$ cat config.mk
export PLATFORM = sky130hd
export DESIGN_NAME = halt_restart_timer
export DESIGN_NICKNAME = d
export VERILOG_FILES = /design/src/rtl/hrt_pkg.sv /design/src/rtl/hrt_period_bank.sv /design/src/rtl/hrt_interval_counter.sv /design/src/rtl/halt_restart_timer.sv
export SDC_FILE = /design/constraint.sdc
export NUM_CORES = 1
export LEC_CHECK = 0
export BUFFER_PORTS_ARGS = -buffer_cell sky130_fd_sc_hd__buf_2
export CAP_MARGIN = 5
export CORE_ASPECT_RATIO = 0.5
export CORE_MARGIN = 2
export CORE_UTILIZATION = 55
export DETAILED_ROUTE_END_ITERATION = 16
export GPL_ROUTABILITY_DRIVEN = 0
export PLACE_DENSITY = 0.75
export SLEW_MARGIN = 20
export SYNTH_ARGS = -nofsm -noshare
export SYNTH_HDL_FRONTEND = slang
export SYNTH_SLANG_ARGS = --single-unit
$ cat constraint.sdc
create_clock -name clk -period 3.25 [get_ports clk]
set_clock_uncertainty 0.05 [all_clocks]
set_input_delay 0.1625 -clock clk [delete_from_list [all_inputs] [get_ports clk]]
set_output_delay 0.1625 -clock clk [all_outputs]
set_load 0.03 [all_outputs]
$ cat src/rtl/hrt_pkg.sv
package hrt_pkg;
  typedef enum logic [1:0] {
    ST_IDLE  = 2'd0,
    ST_COUNT = 2'd1,
    ST_SPENT = 2'd2
  } hrt_state_e;
endpackage

$ cat src/rtl/hrt_period_bank.sv
module hrt_period_bank #(
  parameter int NUM_PERIODS = 5,
  parameter int PERIOD_W    = 16,
  parameter int IDX_W       = 3,
  parameter int RST_PERIOD  = 8
) (
  input  logic                clk,
  input  logic                rst_n,
  input  logic                cfg_we,
  input  logic [IDX_W-1:0]    cfg_idx,
  input  logic [PERIOD_W-1:0] cfg_data,
  input  logic                sel_stb,
  input  logic [IDX_W-1:0]    sel_idx,
  output logic [IDX_W-1:0]    active_sel,
  output logic [PERIOD_W-1:0] sel_period
);
  localparam logic [IDX_W-1:0]    LAST_IDX  = IDX_W'(NUM_PERIODS - 1);
  localparam logic [PERIOD_W-1:0] RST_VALUE = PERIOD_W'(RST_PERIOD);

  logic [PERIOD_W-1:0]    per_q [NUM_PERIODS];
  logic [NUM_PERIODS-1:0] wr_hit;
  logic [IDX_W-1:0]       sel_q, sel_d;
  logic                   sel_ok;

  for (genvar g = 0; g < NUM_PERIODS; g++) begin : g_slot
    assign wr_hit[g] = cfg_we && (cfg_idx == IDX_W'(g));

    always_ff @(posedge clk or negedge rst_n) begin
      if (!rst_n) begin
        per_q[g] <= RST_VALUE;
      end else if (wr_hit[g]) begin
        per_q[g] <= cfg_data;
      end
    end
  end

  always_comb begin
    sel_ok = sel_stb && (sel_idx <= LAST_IDX);
    sel_d  = sel_ok ? sel_idx : sel_q;
  end

  always_ff @(posedge clk or negedge rst_n) begin
    if (!rst_n) begin
      sel_q <= '0;
    end else if (sel_ok) begin
      sel_q <= sel_d;
    end
  end

  assign active_sel = sel_q;
  assign sel_period = per_q[sel_q];
endmodule

$ cat src/rtl/hrt_interval_counter.sv
module hrt_interval_counter
  import hrt_pkg::*;
#(
  parameter int PERIOD_W = 16
) (
  input  logic                clk,
  input  logic                rst_n,
  input  logic                timer_en,
  input  logic                prog_halted,
  input  logic [PERIOD_W-1:0] period_in,
  output logic                fire
);
  localparam logic [PERIOD_W-1:0] ONE = PERIOD_W'(1);

  hrt_state_e          state_q, state_d;
  logic [PERIOD_W-1:0] cnt_q, cnt_d;
  logic [PERIOD_W-1:0] lim_q, lim_d;
  logic                fire_q, fire_d;

  always_comb begin
    state_d = state_q;
    cnt_d   = cnt_q;
    lim_d   = lim_q;
    fire_d  = 1'b0;
    unique case (state_q)
      ST_IDLE: begin
        cnt_d = '0;
        if (timer_en && prog_halted) begin
          state_d = ST_COUNT;
          lim_d   = (period_in == '0) ? ONE : period_in;
        end
      end
      ST_COUNT: begin
        if (!timer_en || !prog_halted) begin
          state_d = ST_IDLE;
          cnt_d   = '0;
        end else if (cnt_q == lim_q - ONE) begin
          state_d = ST_SPENT;
          cnt_d   = '0;
          fire_d  = 1'b1;
        end else begin
          cnt_d = cnt_q + ONE;
        end
      end
      ST_SPENT: begin
        cnt_d = '0;
        if (!prog_halted) begin
          state_d = ST_IDLE;
        end
      end
      default: begin
        state_d = ST_IDLE;
        cnt_d   = '0;
      end
    endcase
  end

  always_ff @(posedge clk or negedge rst_n) begin
    if (!rst_n) begin
      state_q <= ST_IDLE;
      cnt_q   <= '0;
      lim_q   <= ONE;
      fire_q  <= 1'b0;
    end else begin
      state_q <= state_d;
      cnt_q   <= cnt_d;
      lim_q   <= lim_d;
      fire_q  <= fire_d;
    end
  end

  assign fire = fire_q;
endmodule

$ cat src/rtl/halt_restart_timer.sv
module halt_restart_timer #(
  parameter int NUM_PERIODS = 5,
  parameter int PERIOD_W    = 16,
  parameter int ADDR_W      = 11,
  parameter int IDX_W       = $clog2(NUM_PERIODS),
  parameter int RST_PERIOD  = 8
) (
  input  logic                clk,
  input  logic                rst_n,
  input  logic                cfg_we,
  input  logic [IDX_W-1:0]    cfg_idx,
  input  logic [PERIOD_W-1:0] cfg_data,
  input  logic                sel_stb,
  input  logic [IDX_W-1:0]    sel_idx,
  input  logic                timer_en,
  input  logic                prog_halted,
  input  logic                launch_stb,
  input  logic [ADDR_W-1:0]   launch_addr,
  output logic                restart_pulse,
  output logic [ADDR_W-1:0]   restart_addr,
  output logic [IDX_W-1:0]    active_sel
);
  logic [PERIOD_W-1:0] sel_period;
  logic [ADDR_W-1:0]   entry_q;

  hrt_period_bank #(
    .NUM_PERIODS(NUM_PERIODS),
    .PERIOD_W   (PERIOD_W),
    .IDX_W      (IDX_W),
    .RST_PERIOD (RST_PERIOD)
  ) u_bank (
    .clk       (clk),
    .rst_n     (rst_n),
    .cfg_we    (cfg_we),
    .cfg_idx   (cfg_idx),
    .cfg_data  (cfg_data),
    .sel_stb   (sel_stb),
    .sel_idx   (sel_idx),
    .active_sel(active_sel),
    .sel_period(sel_period)
  );

  hrt_interval_counter #(
    .PERIOD_W(PERIOD_W)
  ) u_count (
    .clk        (clk),
    .rst_n      (rst_n),
    .timer_en   (timer_en),
    .prog_halted(prog_halted),
    .period_in  (sel_period),
    .fire       (restart_pulse)
  );

  // Entry address held from the last host launch.
  always_ff @(posedge clk or negedge rst_n) begin
    if (!rst_n) begin
      entry_q <= '0;
    end else if (launch_stb) begin
      entry_q <= launch_addr;
    end
  end

  assign restart_addr = entry_q;
endmodule

==> results of run 1 <==
repair_timing:
item	4_1_cts	5_1_grt
setup endpoints to repair	0	0
hold buffers	34	0
endpoints found under the hold margin	132	0
worst max-delay path, delay by kind of cell, from the launching register on:
kind	cells	cell delay, ps
compound gates	1	130
fa+ha+maj	1	180
buf+inv	2	320
flops	1	380
simple gates	5	1640
metrics by stage:
| step | hold WS, ps | utilization |
|---|---|---|
| 6_report | 19.1 | 0.697 |
| 5_1_grt | 21.0 | 0.697 |
| 4_1_cts | 6.81 | 0.697 |
| 3_5_place_dp | 211 | 0.614 |
| 3_3_place_gp | 208 | 0.614 |
| 2_1_floorplan | -183 | - |
routing by layer:
metal | vias to the layer above | routed length, um
li1 | 2117 | -
met1 | 2259 | 6660
met2 | 122 | 6640
met3 | 22 | 759
met4 | 0 | 188
met5 | - | 0
cell type report:
| class | count | area (um2) | share of cell area |
|---|---|---|---|
| Multi-Input combinational cell | 364 | 2940 | 0.381 |
| Clock buffer | 22 | 464 | 0.0601 |
| Inverter | 7 | 26.3 | 0.00340 |
| Clock inverter | 10 | 125 | 0.0162 |
| Sequential cell | 129 | 3240 | 0.419 |
| Timing Repair Buffer | 105 | 753 | 0.0975 |
| Tap cell | 145 | 181 | 0.0235 |
cell usage in the layout, fill, tap and decap left out, drive strengths merged, types with 4 or more instances in the layout:
cell type and count:
a31oi 7, o22ai 6, a211oi 4, and3 5, dfrtp 123, nor2 39
a21oi 28, or3 4, nor2b 6, xnor2 18, o221ai 6, nor4 5
dlygate4sd3 34, nor3 23, xor2 12, clkbuf 22, buf 71, o21a 6
mux2 92, dfstp 6, clkinv 4, mux2i 29, nand2 16, nand3 10
inv 10, nand4 6, o21ai 6
cells in the mapped netlist (6+ instances only):
library cell	count	area share
nor3_2	9	0.014
a31oi_1	7	0.0069
nand4_1	6	0.0059
dfrtp_1	123	0.49
mux2_2	92	0.16
clkbuf_1	22	0.013
dfstp_2	6	0.025
o221ai_1	6	0.0083
a21oi_1	28	0.022
inv_1	7	0.0042
nor2_1	39	0.023
xnor2_1	18	0.025
nor2b_1	6	0.0059
nor3_1	13	0.010
o21a_1	6	0.0071
mux2i_1	29	0.046
o21ai_0	6	0.0047
nand3_1	10	0.0079
xor2_1	12	0.017
nand2_1	16	0.0095
power groups by stage:
stage,Clock (mW),Combinational (mW),Sequential (mW)
after floorplan,0,0.689,2.10
after global placement,0,0.913,2.13
after detailed placement,0,0.935,2.15
after CTS,1.91,0.980,2.13
after global routing,1.99,1.07,2.17
final,1.89,0.985,2.13
worst max-delay path by stage:
stage                     startpoint                 to  slack (ps)  depth (start not counted)
finish              u_count.lim_q[0]   u_count.cnt_q[6]         410                          9
global route        u_count.lim_q[0]   u_count.cnt_q[4]         210                          9
CTS                 u_count.lim_q[1]   u_count.cnt_q[6]         420                          9
detailed placement  u_count.lim_q[1]   u_count.cnt_q[6]         420                          9
global placement    u_count.lim_q[1]   u_count.cnt_q[6]         520                          9
floorplan           u_count.lim_q[0]  u_count.cnt_q[10]         700                         10
registers in the layout, indices dropped and copies added, names as in the netlist:
name	flops
u_count.state_q	2
u_bank.active_sel	3
restart_addr	11
u_count.lim_q	16
u_bank.per_q	80
u_count.fire	1
u_count.cnt_q	16
kinds of logic after synthesis:
family,after synthesis,share of synthesized area
and+or+nand+nor,132,0.120
DFF,129,0.512
muxes,122,0.213
AOI/OAI and AO/OA,77,0.0809
buffers and inverters,37,0.0247
xor gates and xnor gates,31,0.0451
adders and majority gates,2,0.00396
==> metrics.md, run 1 <==
| Metric | Value |
|---|---|
| Initial antenna violation count | `0` |
| Post-synthesis average cell area | `11.9 um2` |
| Critical path arrival | `3060 ps` |
| Sw power | `1.43 mW` |
| Vias in the first global route | `4695` |
| Crit-path max FO | `10` |
| Initial Util | `0.571` |
| HP Class | `primary input to register` |
| Synth warnings | `0` |
| Clock power frac | `0.377` |
| Synth unique cells | `58` |
| Logic pwr share | `0.197` |
| Via count | `4520` |
| Drt drc | `0` |
| DR iter-0 viols | `255` |
| Post-route clock period utilization | `0.874` |
| FF+latch count, synth | `129` |
| Gr usage total | `0.250` |
| Worst Reg-to-Reg Cells | `9` |
| Post-CTS Setup Bufs | `0` |
| Die height | `79.8 um` |
| EDFF count, synth | `0` |
| Startpoint types | `register` |
| Crit path capture type | `register` |
| Top Ports | `55` |
| Cell count after synthesis | `530` |
| Sink Count | `129` |
| Met3 GRT Util | `0.0684` |
| Power Dens Cells | `647 nW/um2` |
| Final setup TNS | `0 ps` |
| First-pass GRT wire length | `23600 um` |
| CTS max path bufs | `2` |
| Num rows | `27` |
| CTS tree | `built` |
| Synth-to-layout area growth | `22.2%` |
| Antenna cells | `0` |
| Antenna viol nets, final | `0` |
| Critical path class | `register to register` |
| Cell area after synthesis | `6320 um2` |
| Cell internal pwr | `3.58 mW` |
| Vias per cell | `5.78` |
| Pre-CTS setup slack | `418 ps` |
| Sequential cell area fraction in the yosys report | `0.512` |
| Final Max Tran Viols | `0` |
| Cell count of the worst hold path | `2` |
| CTS buffer count | `17` |
| Root Buffer | `clkbuf_16` |
| Syn nets | `572` |
| Unrepaired setup endpoints after global routing | `false` |
| Layout cells sized above 1 | `0.350` |
| Hold Crit Start | `cfg_data[6]` |
| Total gr overflow | `0` |
| Met2 usage | `0.409` |
| H-tree depth | `4` |
| Worst-Margin Slew | `716 ps` |
| Worst-path clk slew | `60 ps` |
| Fin nets | `666` |
| IO Port Bufs | `54` |
| Top_reg_cell synth | `dfrtp_1` |
| Cell Area, Placed | `6800 um2` |
| Post-Route WL | `14200 um` |
| Hold path endpoint | `u_bank.per_q[54]` |
| Run status | `completed` |
| Highest-delay cell along the critical path | `nor2b_1` |
| Reg2Reg Launch Point | `u_count.lim_q[0]` |
| Highest Clock Rate | `352 MHz` |
| Gr busiest metal | `met2` |
| Core area | `11100 um2` |
| Routed len/inst | `18.2 um` |
| VDD IR max | `0.000344 V` |
| M1 GR Usage | `0.326` |
| Post-route setup slack | `411 ps` |
| Reg power frac | `0.426` |
| CP Cell Sequence | `inv_1 > ha_1 > nor2b_1 > a21oi_1 > nand4b_1 > or3_1 > nor4_4 > buf_4 > nor3_1` |
| CTS resizes | `0` |
| Post-layout power | `5.00 mW` |
| Final Hold Fails | `0` |
| Critical Path RT | `3470 ps` |
| Clock insertion delay at the later pin of the skew report | `430 ps` |
| Dpl hpwl | `9340 um` |
| Net Sw Frac | `0.285` |
| Initial DRT Pass Iterations | `5` |
| Fill count | `791` |
| Rel. slew slack | `0.522` |
| Asr flop ratio synth | `1.00` |
| Placed Cells | `716` |
| FF-to-FF setup slack | `410 ps` |
| Largest net degree at the start of global routing | `57` |
| Final instance area | `7730 um2` |
| CP max stage delay | `510 ps` |
| Die Width | `156 um` |
| Tmin final | `2840 ps` |
| Die Area | `12400 um2` |
| Final setup vio count | `0` |
| Leakage | `3.30 nW` |
| Layout Cells excl Fill | `782` |
| Crit Reg-Reg Endpoint | `u_count.cnt_q[6]` |
| Max Cap Viol | `0` |
(Power assumes the default switching activity.)
==> inputs of run 2 (changes only) <==
Settings changed: CORE_UTILIZATION 55 to 38, PLACE_DENSITY 0.75 to 0.56.
==> run 2 against run 1 <==
Total power up 2.4%. Hold slack better by 38 ps. Sequential power about the same. First-iteration DRC count down 3.5%. Via count down 1.4%. Clock power up 7%. Combinational power about the same. Largest power group unchanged. Worst setup slack better by 130 ps. Wire length up 1.3%. Sequential share of layout area down 0.75 points. Utilization down 21 points. Die area up 43%.
==> metrics.md, run 2 (synthesis results as in run 1) <==
| Metric | Value |
|---|---|
| Run status | `completed` |
| Die Area | `17700 um2` |
| Highest Clock Rate | `369 MHz` |
| Final Hold Fails | `0` |
| Power Dens Cells | `651 nW/um2` |
| Tmin final | `2710 ps` |
| Layout cells sized above 1 | `0.353` |
| CP max stage delay | `510 ps` |
| FF-to-FF setup slack | `540 ps` |
| Worst Reg-to-Reg Cells | `8` |
| Initial DRT Pass Iterations | `4` |
| First-pass GRT wire length | `24000 um` |
| IO Port Bufs | `54` |
| Post-layout power | `5.13 mW` |
| Critical Path Start | `u_count.lim_q[1]` |
| Core area | `16300 um2` |
| Worst-path clk slew | `60 ps` |
| Vias per cell | `5.16` |
| Post-route setup slack | `539 ps` |
| Top Registers | `u_bank.per_q x80, u_count.cnt_q x16, u_count.lim_q x16` |
| Commonest non-fill, non-tap cell in the layout | `dfrtp_1` |
| Post-CTS Hold Fix Bufs | `35` |
| VDD IR max | `0.000380 V` |
| Initial antenna violation count | `0` |
| Dpl hpwl | `9650 um` |
| Final setup TNS | `0 ps` |
| Num rows | `33` |
| Crit path capture type | `register` |
| Initial Util | `0.388` |
| Synth-to-layout area growth | `24.5%` |
| Max Cap Viol | `0` |
| Crit-path max FO | `10` |
| Vias in the first global route | `4603` |
| Max FFs per register | `80` |
| Largest reg by FF count | `u_bank.per_q` |
| Gr usage total | `0.176` |
| Commonest non-fill, non-tap cells in the layout | `123 x dfrtp_1, 92 x mux2_2, 53 x buf_2, 38 x nor2_1, 35 x dlygate4sd3_1` |
| CTS resizes | `0` |
| CTS buffer count | `17` |
| Post-CTS Setup Bufs | `0` |
| Reg2Reg Launch Point | `u_count.lim_q[1]` |
| Die height | `95.2 um` |
| Highest-delay cell along the critical path | `nor2b_1` |
| Unrepaired setup endpoints after global routing | `false` |
| Leakage | `3.30 nW` |
| Clock insertion delay at the later pin of the skew report | `430 ps` |
| Fin nets | `666` |
| Post-Route WL | `14400 um` |
| Final setup vio count | `0` |
| Pre-CTS setup slack | `537 ps` |
| M1 GR Usage | `0.235` |
| Antenna cells | `0` |
| Met3 GRT Util | `0.0482` |
| Total gr overflow | `0` |
| Startpoint types | `register` |
| Hold slack final | `57.1 ps` |
| H-tree depth | `4` |
| Routed len/inst | `16.7 um` |
| Largest net degree at the start of global routing | `67` |
| Crit Reg-Reg Endpoint | `u_count.state_q[1]` |
| Via count | `4455` |
| Critical path class | `register to register` |
| Critical path arrival | `3010 ps` |
| Gr busiest metal | `met2` |
| CP endpoint | `u_count.state_q[1]` |
| Root Buffer | `clkbuf_16` |
| Met2 usage | `0.281` |
| Die Width | `186 um` |
| Worst-Margin Slew | `846 ps` |
| HP Class | `primary input to register` |
| Top Ports | `55` |
| Sink Count | `129` |
| Rel. slew slack | `0.436` |
| Antenna viol nets, final | `0` |
| CTS max path bufs | `2` |
| CTS tree | `built` |
| Drt drc | `0` |
| Post-route clock period utilization | `0.834` |
| DR iter-0 viols | `246` |
| Fill count | `1485` |
| Final Max Tran Viols | `0` |
| CP Cell Sequence | `inv_1 > ha_1 > nor2b_1 > a21oi_1 > nand4b_1 > or3_1 > nor4_1 > o21bai_1` |
| Critical Path RT | `3550 ps` |
| Fin util | `0.483` |
==> run 2: changes by cell type in the layout (fill, tap and decap cells not counted), moves of 2 or more <==
cell        previous run  this run
clkbuf_1               3         0
clkinv_4               3         0
clkinvlp_4             1         4
inv_6                  3         6
clkbuf_8               2         0
==> run 2: how the worst min path moves through the flow <==
stage,slack (ps),to,cells after the start,start
after floorplan,-180,restart_addr[0],0,rst_n
after global placement,280,restart_addr[5],1,rst_n
after detailed placement,280,restart_addr[10],1,rst_n
after CTS,40,u_bank.active_sel[2],4,sel_idx[1]
after global routing,100,u_count.state_q[0],4,timer_en
final,60,u_count.state_q[0],4,timer_en
==> run 2: layer usage <==
metal  wire, um  part of all wire
met1       7350              0.51
met2       6450              0.45
met3        493             0.034
met4        136            0.0094
met5          0                 0
==> run 2: layout make-up <==
type	count	area (um2)	area share
multi-input combinational	364	2940	0.374
timing repair buffer	105	756	0.0960
clock inverter	15	200	0.0254
tap	227	284	0.0361
inverter	7	26.3	0.00334
sequential	129	3240	0.411
clock buffer	17	425	0.0541
==> run 2: worst max-delay path, delay by kind of cell, from the launching register on <==
kind	cells	cell delay [ps]
buf+inv	1	70
fa+ha+maj	1	180
compound gates	2	310
flops	1	410
simple gates	4	1620
==> run 2: stage by stage <==
step	cell area (um2)	cells
6_report	7870	864
3_3_place_gp	6890	797
3_5_place_dp	6890	797
2_1_floorplan	6320	530
5_1_grt	7870	864
4_1_cts	7870	864
==> run 2: power breakdown <==
group / switching, mW / internal, mW / total (mW)
Sequential: 0.213 / 1.91 / 2.12
Clock: 0.793 / 1.23 / 2.02
Combinational: 0.489 / 0.495 / 0.983
